**src/rtl/rrs_pkg.sv**
```systemverilog
package rrs_pkg;
    localparam int SMP_W  = 8;
    localparam int CODE_W = 3;
    localparam int CNT_W  = 7;
    localparam int ACC_W  = SMP_W + CNT_W;
    localparam int MAX_CH = 4;
    localparam int SEL_W  = 2;

    typedef enum logic [1:0] {
        S_PACE    = 2'd0,
        S_LAUNCH  = 2'd1,
        S_CONVERT = 2'd2
    } seq_state_t;

    localparam logic [CODE_W-1:0] CODE_RESET = 3'b100;
endpackage

```
**src/rtl/rrs_pacer.sv**
```systemverilog
module rrs_pacer #(
    parameter int SLOT_CYC = 4
) (
    input  logic clk,
    input  logic rst_n,
    input  logic run,
    output logic tick
);
    localparam int W = (SLOT_CYC > 1) ? $clog2(SLOT_CYC) : 1;
    localparam logic [W-1:0] LAST = W'(SLOT_CYC - 1);

    logic [W-1:0] cnt_q;

    always_ff @(posedge clk) begin
        if (!rst_n || !run)
            cnt_q <= '0;
        else if (cnt_q != LAST)
            cnt_q <= cnt_q + 1'b1;
    end

    assign tick = run && (cnt_q == LAST);
endmodule

```
**src/rtl/rrs_chan_avg.sv**
```systemverilog
module rrs_chan_avg
    import rrs_pkg::*;
(
    input  logic              clk,
    input  logic              rst_n,
    input  logic              restart,
    input  logic              smp_valid,
    input  logic [SMP_W-1:0]  smp,
    input  logic [CODE_W-1:0] code,
    output logic [SMP_W-1:0]  avg
);
    logic [ACC_W-1:0] acc_q;
    logic [CNT_W-1:0] cnt_q;
    logic [ACC_W-1:0] sum;
    logic [ACC_W-1:0] shifted;
    logic [CNT_W-1:0] last_cnt;
    logic             window_full;

    always_comb begin
        sum         = acc_q + ACC_W'(smp);
        shifted     = sum >> code;
        last_cnt    = CNT_W'((8'd1 << code) - 8'd1);
        window_full = (cnt_q == last_cnt);
    end

    always_ff @(posedge clk) begin
        if (!rst_n) begin
            acc_q <= '0;
            cnt_q <= '0;
            avg   <= '0;
        end else if (restart) begin
            acc_q <= '0;
            cnt_q <= '0;
        end else if (smp_valid) begin
            if (window_full) begin
                avg   <= shifted[SMP_W-1:0];
                acc_q <= '0;
                cnt_q <= '0;
            end else begin
                acc_q <= sum;
                cnt_q <= cnt_q + 1'b1;
            end
        end
    end
endmodule

```
**src/rtl/rr_sense_sampler.sv**
```systemverilog
module rr_sense_sampler
    import rrs_pkg::*;
#(
    parameter int NUM_CH  = 4,
    parameter int CLK_KHZ = 100000
) (
    input  logic                    clk,
    input  logic                    rst_n,
    input  logic [CODE_W-1:0]       avg_code,
    input  logic                    conv_done,
    input  logic [SMP_W-1:0]        conv_data,
    output logic [SEL_W-1:0]        mux_sel,
    output logic                    conv_start,
    output logic [MAX_CH*SMP_W-1:0] result_bus,
    output logic                    raw_valid,
    output logic [SEL_W-1:0]        raw_chan,
    output logic [SMP_W-1:0]        raw_data
);
    localparam int SLOT_CYC = (CLK_KHZ / NUM_CH > 0) ? CLK_KHZ / NUM_CH : 1;
    localparam logic [SEL_W-1:0] LAST_CH = SEL_W'(NUM_CH - 1);

    seq_state_t        state_q, state_d;
    logic [SEL_W-1:0]  ch_q;
    logic [CODE_W-1:0] code_q;
    logic              tick;
    logic              accept;
    logic              restart;

    rrs_pacer #(.SLOT_CYC(SLOT_CYC)) u_pacer (
        .clk   (clk),
        .rst_n (rst_n),
        .run   (state_q == S_PACE),
        .tick  (tick)
    );

    // state register
    always_ff @(posedge clk) begin
        if (!rst_n) state_q <= S_PACE;
        else        state_q <= state_d;
    end

    // next state
    always_comb begin
        state_d = state_q;
        unique case (state_q)
            S_PACE:    if (tick) state_d = S_LAUNCH;
            S_LAUNCH:  state_d = S_CONVERT;
            S_CONVERT: if (conv_done) state_d = S_PACE;
            default:   state_d = S_PACE;
        endcase
    end

    // outputs of the sequencer
    always_comb begin
        conv_start = (state_q == S_LAUNCH);
        accept     = (state_q == S_CONVERT) && conv_done;
        mux_sel    = ch_q;
        restart    = (avg_code != code_q);
    end

    always_ff @(posedge clk) begin
        if (!rst_n) begin
            ch_q      <= '0;
            code_q    <= CODE_RESET;
            raw_valid <= 1'b0;
            raw_chan  <= '0;
            raw_data  <= '0;
        end else begin
            code_q    <= avg_code;
            raw_valid <= accept;
            if (accept) begin
                raw_chan <= ch_q;
                raw_data <= conv_data;
                ch_q     <= (ch_q == LAST_CH) ? '0 : ch_q + 1'b1;
            end
        end
    end

    for (genvar c = 0; c < MAX_CH; c++) begin : g_chan
        if (c < NUM_CH) begin : g_live
            rrs_chan_avg u_avg (
                .clk       (clk),
                .rst_n     (rst_n),
                .restart   (restart),
                .smp_valid (accept && (ch_q == SEL_W'(c))),
                .smp       (conv_data),
                .code      (code_q),
                .avg       (result_bus[c*SMP_W +: SMP_W])
            );
        end else begin : g_absent
            assign result_bus[c*SMP_W +: SMP_W] = '0;
        end
    end
endmodule

```
**config.mk**
```make
export PLATFORM = sky130hd
export DESIGN_NAME = rr_sense_sampler
export DESIGN_NICKNAME = d
export VERILOG_FILES = /design/src/rtl/rrs_pkg.sv /design/src/rtl/rrs_pacer.sv /design/src/rtl/rrs_chan_avg.sv /design/src/rtl/rr_sense_sampler.sv
export SDC_FILE = /design/constraint.sdc
export NUM_CORES = 1
export LEC_CHECK = 0
export BUFFER_PORTS_ARGS = -buffer_cell sky130_fd_sc_hd__buf_2
export CAP_MARGIN = 5
export CELL_PAD_IN_SITES_DETAIL_PLACEMENT = 1
export CELL_PAD_IN_SITES_GLOBAL_PLACEMENT = 1
export CORE_MARGIN = 8
export CORE_UTILIZATION = 42
export DETAILED_ROUTE_END_ITERATION = 12
export PLACE_DENSITY = 0.76
export SLEW_MARGIN = 25
export SYNTH_ARGS = -nofsm -noshare
export SYNTH_HDL_FRONTEND = slang
export SYNTH_SLANG_ARGS = --single-unit
```
**constraint.sdc**
```tcl
create_clock -name clk -period 4.7 [get_ports clk]
set_input_delay 0.705 -clock clk [delete_from_list [all_inputs] [get_ports clk]]
set_output_delay 0.705 -clock clk [all_outputs]
set_load 0.02 [all_outputs]
```
==> results_dict.tcl, run 1 <==
set metrics [dict create \
    status "finished clean" \
    synth_compound_area_share_pct 23.9 \
    final_cells 1739 \
    cpMaxStageDelayCell "or4_1" \
    met1_usage_pct 31.8 \
    cts_resized 0 \
    period_minus_slack_ns 3.78 \
    max_slew_margin_pct 34.6 \
    wirelength_um 36600 \
    critical_path.cell_chain "or3_1, ha_1, or3b_2, a21oi_1, a31oi_2, xnor2_1, or4_1, or4_1, a221o_1, o21ai_2" \
    endpoint_kind "flip-flop" \
    routed_via_density 6.16 \
    p_comb_share_pct 10.6 \
    synthTopCellsByCount "nand2_1 (166), dfxtp_1 (153), nor2_1 (139)" \
    cts_buffer_depth 2 \
    cts_max_level 4 \
    cpMostUsedCell "or4_1" \
    drc 0 \
    cp_num_buf_inv 0 \
    rows 58 \
    detail_route.iter0.violations 822 \
    worst_pin_slew_ns 0.977 \
    die_width_um 176 \
    start_util_pct 42.7 \
    start_kind "flip-flop" \
    clkPwrFrac_pct 47.9 \
    root_buffer "clkbuf_16" \
    worstPathRequired_ns 5.08 \
    diodes 0 \
    dieHeight_um 176 \
    synth_area_um2 10700 \
    grt_max_degree 66 \
    postSynth.asyncResetShare_pct 0 \
    drt_pass1_iterations 5 \
    muxShareOfSynthArea_pct 5.42 \
    area_delta_synth_final_pct 10.4 \
    cp_max_fo 9 \
    fin_skew_ns 0.0144 \
    ys_types 79 \
    pwr-share-seq_pct 41.4 \
    fin_nets 1456 \
    cts_hold_buffers 0 \
    clock_latency_ns 0.44 \
    path_class "flip-flop to flip-flop" \
    place_congestion 0.865 \
    grt_overflow 0 \
    grt_pass1_wl_um 60000 \
    met2_usage_pct 38.9 \
    core_um2 25100 \
    grt_busiest_layer "met2" \
    worst_path_largest_cell_delay_ns 0.72 \
    synth_edf_count 0 \
    ys.flop_type "dfxtp_1" \
    yosys.area.top_type "dfxtp_1" \
    yosysWarnings 0 \
    critPathArrivalTime_ns 4.16 \
    final_layout_size_suffix_gt1_share_pct 11.4 \
    internal_power_mw 2.27 \
    rsz0062_at_grt "no" \
    antenna_left 0 \
    yosys-top-cells-area "dfxtp_1 (29%), a21oi_1 (6.4%), nand2_1 (5.8%)" \
    vias 10700 \
    path_clk_slew_ns 0.07 \
    grt_usage_pct 23.8 \
    io_buffers 59 \
    synthXorXnorAreaFrac_pct 7.19 \
    power.net_switching_mw 0.880 \
    yosys.area_share.simple_pct 24.9 \
    gr-usage-met3_pct 3.80 \
    grt_pass1_vias 11000 \
    hold_viol_final 0 \
    synth_fa_ha_area_share_pct 5.65 \
    io_pins 60 \
    maxCapViolCount 0 \
    cts_sinks 153 \
    p_leak_nw 4.31 \
    power.total_mw 3.15 \
    synthCells 1395 \
    ir_drop_mv 0.172 \
    cp_top_family "simple AND/OR/NAND/NOR gates" \
    cts_tree "built" \
    hold_path.class "flip-flop to flip-flop" \
    avgSynthCellArea_um2 7.68 \
    setup_viol 0 \
    p_sw_share_pct 28.0 \
    place_hpwl_um 25700 \
    drv_slew 0 \
    utilization_pct 47.1 \
    yosysMostFrequentCell "nand2_1" \
    syn_nets 1455 \
    power-per-cell-area_nw_per_um2 266 \
    antenna_found_initial 0 \
    period_share_pct 80.4 \
    ys_seq_elements 153 \
    synth_top_family_by_area "simple AND/OR/NAND/NOR gates" \
    cts_setup_buffers 0 \
    die-area_um2 30900 \
    cts_inserted_buffers 17 \
    yosys.area.top_type_share_pct 28.6 \
    max_freq_ghz 0.265 \
    ys_seq_area_share_pct 28.6 \
    dp.cells 1707 \
    drt-wirelength-per-cell_um 21.0 \
    tns_ns 0 \
]
## worst reg2reg max path: stages, from the launching register on
cell     delay (ns)
dfxtp_2        0.32
or3_1          0.49
ha_1           0.26
or3b_2         0.43
a21oi_1        0.23
a31oi_2        0.09
xnor2_1        0.21
or4_1          0.72
or4_1          0.59
a221o_1        0.28
o21ai_2        0.10
## layout by cell type (no fill, tap or decap), types with 41 or more instances in the layout
cell type	synthesis	layout
a21oi_1	136	136
buf_2	10	59
dfxtp_1	153	150
ha_1	42	42
nand2_1	166	165
nand3_1	53	53
nor2_1	139	139
o21ai_0	77	77
xnor2_1	41	41
xor2_1	47	47
## logic make-up after synthesis
logic type,Yosys count
AO/OA/AOI/OAI,398
XOR/XNOR,88
adder cells (fa/ha/maj),46
AND/OR/NAND/NOR,550
flip-flops,153
buffers and inverters,117
multiplexers,43
## power by group through the flow
stage,registers (mW),logic [mW],clock network (mW)
2_1_floorplan,1.33,0.225,0
3_3_place_gp,1.33,0.323,0
3_5_place_dp,1.33,0.328,0
4_1_cts,1.30,0.330,1.53
5_1_grt,1.30,0.361,1.58
6_report,1.30,0.335,1.51
## per-stage QoR
step,setup WS [ns],hold WS (ns),cell area [um2]
after floorplan,0.370,0.436,10700
after global placement,0.859,0.439,11200
after detailed placement,0.778,0.448,11200
after CTS,0.953,0.459,11800
after global routing,0.762,0.482,11800
final,0.921,0.458,11800
## worst paths after layout
kind / startpoint / end / slack (ns) / cells after the start
min reg2reg: raw_data[6] / raw_data[6] / 0.46 / 2
max: code_q[2] / g_chan[1].g_live.u_avg.avg[4] / 0.92 / 10
min: raw_data[6] / raw_data[6] / 0.46 / 2
max reg2reg: code_q[2] / g_chan[1].g_live.u_avg.avg[4] / 0.92 / 10
## registers in the layout (all words and copies together), names as in the netlist, 2 cells and up
name                       cells
raw_data                       8
mux_sel                        2
state_q                        2
code_q                         3
g_chan.g_live.u_avg.acc_q     60
raw_chan                       2
g_chan.g_live.u_avg.avg       32
g_chan.g_live.u_avg.cnt_q     28
u_pacer.cnt_q                 15
## cell type report
type | count | area [um2]
clock inverters | 15 | 203
flip-flops and latches | 153 | 3070
well taps | 330 | 413
multi-input cells | 1125 | 7200
clock buffers | 17 | 425
inverters | 17 | 63.8
fillers | 3134 | 13300
repair buffers | 82 | 468
## layer usage
layer	wire, um	vias to the layer above	share of wire (%)
met4	703	0	1.9
met5	0	-	0
li1	-	5086	-
met3	1850	50	5.1
met1	17100	5295	47
met2	17000	287	46
(Power assumes the default switching activity.)
==> run 2: changes to the inputs <==
- ABC_AREA: unset -> 1
- CORE_UTILIZATION: 42 -> 44
- PLACE_DENSITY: 0.76 -> 0.8
- clock period: 4.7 -> 3.9 ns (I/O delays scaled with it)
==> results_dict.tcl, run 2 <==
set metrics [dict create \
    fin_skew_ns 0.0169 \
    power.total_mw 3.86 \
    dieHeight_um 172 \
    cts_inserted_buffers 17 \
    core_um2 24200 \
    clock_latency_ns 0.44 \
    worstHoldPathCells 3 \
    tns_ns 0 \
    status "finished clean" \
    avgSynthCellArea_um2 6.15 \
    antenna_left 0 \
    maxCapViolCount 0 \
    yosys-top-cells-area "dfxtp_1 (28%), nand2_1 (18%), nand3_1 (14%)" \
    yosys.area.top_type "dfxtp_1" \
    path_clk_slew_ns 0.07 \
    cts_tree "built" \
    final_layout_size_suffix_gt1_share_pct 8.09 \
    io_pins 60 \
    die-area_um2 29700 \
    fin_nets 1853 \
    ys_seq_elements 153 \
    detail_route.iter0.violations 751 \
    endpoint_kind "flip-flop" \
    max_slew_margin_pct 31.9 \
    cts_resized 0 \
    layout_setup_ws_ns 0.798 \
    syn_nets 1808 \
    yosysMostFrequentCell "nand2_1" \
    hold_viol_final 0 \
    drt_pass1_iterations 5 \
    min_to "code_q[0]" \
    worst_pin_slew_ns 1.02 \
    worst-r2r-cell-count 13 \
    max_freq_ghz 0.322 \
    top_regs "g_chan.g_live.u_avg.acc_q: 60 flops, g_chan.g_live.u_avg.avg: 32 flops, g_chan.g_live.u_avg.cnt_q: 28 flops" \
    die_width_um 172 \
    cts_sinks 153 \
    start_util_pct 44.5 \
    ir_drop_mv 0.222 \
    place_congestion 0.930 \
    synthCells 1748 \
    rsz0062_at_grt "no" \
    io_buffers 59 \
    regToRegStartpoint "state_q[1]" \
    area_delta_synth_final_pct 11.9 \
    r2r-end "g_chan[0].g_live.u_avg.avg[7]" \
    synth_edf_count 0 \
    yosysWarnings 0 \
    path_class "flip-flop to flip-flop" \
    setup_viol 0 \
    synth_area_um2 10800 \
    r2r_setup_slack_ns 0.80 \
    vias 12000 \
    drv_slew 0 \
    utilization_pct 49.8 \
    largest_reg_flops 60 \
    cts_setup_buffers 0 \
    grt_pass1_wl_um 64600 \
    cts_hold_buffers 0 \
    mostFrequentLayoutCell "nand2_1" \
    p_leak_nw 5.71 \
    synthTopCellsByCount "nand2_1 (517), nand3_1 (295), inv_1 (192)" \
    routed_via_density 5.62 \
    rows 57 \
    grt_usage_pct 27.5 \
    period_share_pct 79.5 \
    grt_max_degree 42 \
    mostFrequentLayoutCells "nand2_1 (517), nand3_1 (295), inv_1 (192)" \
    diodes 0 \
    stdcell_area_um2 12000 \
    dpl_cell_area_um2 11400 \
    grt_overflow 0 \
    ys_types 46 \
    root_buffer "clkbuf_16" \
    period_minus_slack_ns 3.10 \
    hp-start "avg_code[0]" \
    grt_pass1_vias 12600 \
    ys.flop_type "dfxtp_1" \
    critPathArrivalTime_ns 3.43 \
    power-per-cell-area_nw_per_um2 320 \
    cts_buffer_depth 2 \
    ys_seq_area_share_pct 28.5 \
    place_hpwl_um 29400 \
    top_register "g_chan.g_live.u_avg.acc_q" \
    yosys.area.top_type_share_pct 28.5 \
    start_kind "flip-flop" \
    postSynth.asyncResetShare_pct 0 \
    hold_path.class "primary input to flip-flop" \
    antenna_found_initial 0 \
    cts_max_level 4 \
    cp_max_fo 19 \
    dpl_worst_slack_ns 0.712 \
    worstPathRequired_ns 4.23 \
    wirelength_um 39700 \
    drc 0 \
    drt-wirelength-per-cell_um 18.6 \
]
==> run 2: changes by cell type after synthesis, sizes merged, moves of 29 or more <==
cell / previous run / this run
nand4: 13 / 52
nand2: 166 / 523
xnor2: 41 / 12
clkbuf: 77 / 36
nand3: 53 / 297
inv: 17 / 199
==> run 2: layout make-up <==
class | count | area (um2)
Fill cell | 3336 | 12100
Multi-Input combinational cell | 1338 | 6700
Sequential cell | 153 | 3070
Inverter | 203 | 762
Timing Repair Buffer | 80 | 465
Clock buffer | 18 | 429
Tap cell | 324 | 405
Clock inverter | 13 | 216
==> run 2: worst max-delay path by stage <==
stage | from | end | slack, ns
floorplan | code_q[2] | g_chan[3].g_live.u_avg.avg[6] | 1.18
global placement | conv_done | g_chan[0].g_live.u_avg.avg[7] | 0.80
detailed placement | conv_done | g_chan[0].g_live.u_avg.avg[7] | 0.71
CTS | state_q[1] | g_chan[0].g_live.u_avg.avg[7] | 0.82
global route | state_q[1] | g_chan[0].g_live.u_avg.avg[7] | 0.49
finish | state_q[1] | g_chan[0].g_live.u_avg.avg[7] | 0.80
==> run 2: per-layer routing <==
metal  GRT usage (%)  vias up  wire length (um)
met4            13.3        0              1600
met5               0        -                 0
met1            33.7     5772             17900
met2            47.0      266             18700
li1                -     5839                 -
met3            3.38       94              1490
==> run 2: power by group <==
group          internal, mW  switching [mW]
Sequential             1.57         0.00639
Clock                  1.14           0.763
Combinational         0.106           0.271
Total                  2.82            1.04
==> run 2: cell families (layout without fill, tap and decap cells) <==
kind of cell,Yosys count,after routing,synth area share (%)
and+or+nand+nor,1051,1051,43.4
buffers and inverters,257,314,9.31
AOI/OAI and AO/OA,202,202,9.96
DFF,153,153,28.5
adders and majority gates,46,46,5.63
xor gates and xnor gates,39,39,3.18
==> run 2: critical path, stage by stage (launching register included) <==
cell and delay (ns):
dfxtp_1 0.38, inv_1 0.08, nor2_1 0.11, nand2_1 0.33, inv_1 0.46, nand2_1 0.18
buf_4 0.26, clkinv_1 0.07, buf_4 0.24, nand3_1 0.16, nor2_2 0.43, nand3_1 0.14
nor2_1 0.10, nor2_1 0.04
==> run 2: metrics by stage <==
stage                     std cells  hold slack [ns]
final                          2129            0.359
after global routing           2129            0.377
after CTS                      2129            0.355
after detailed placement       2098            0.461
after global placement         2098            0.451
after floorplan                1748            0.449
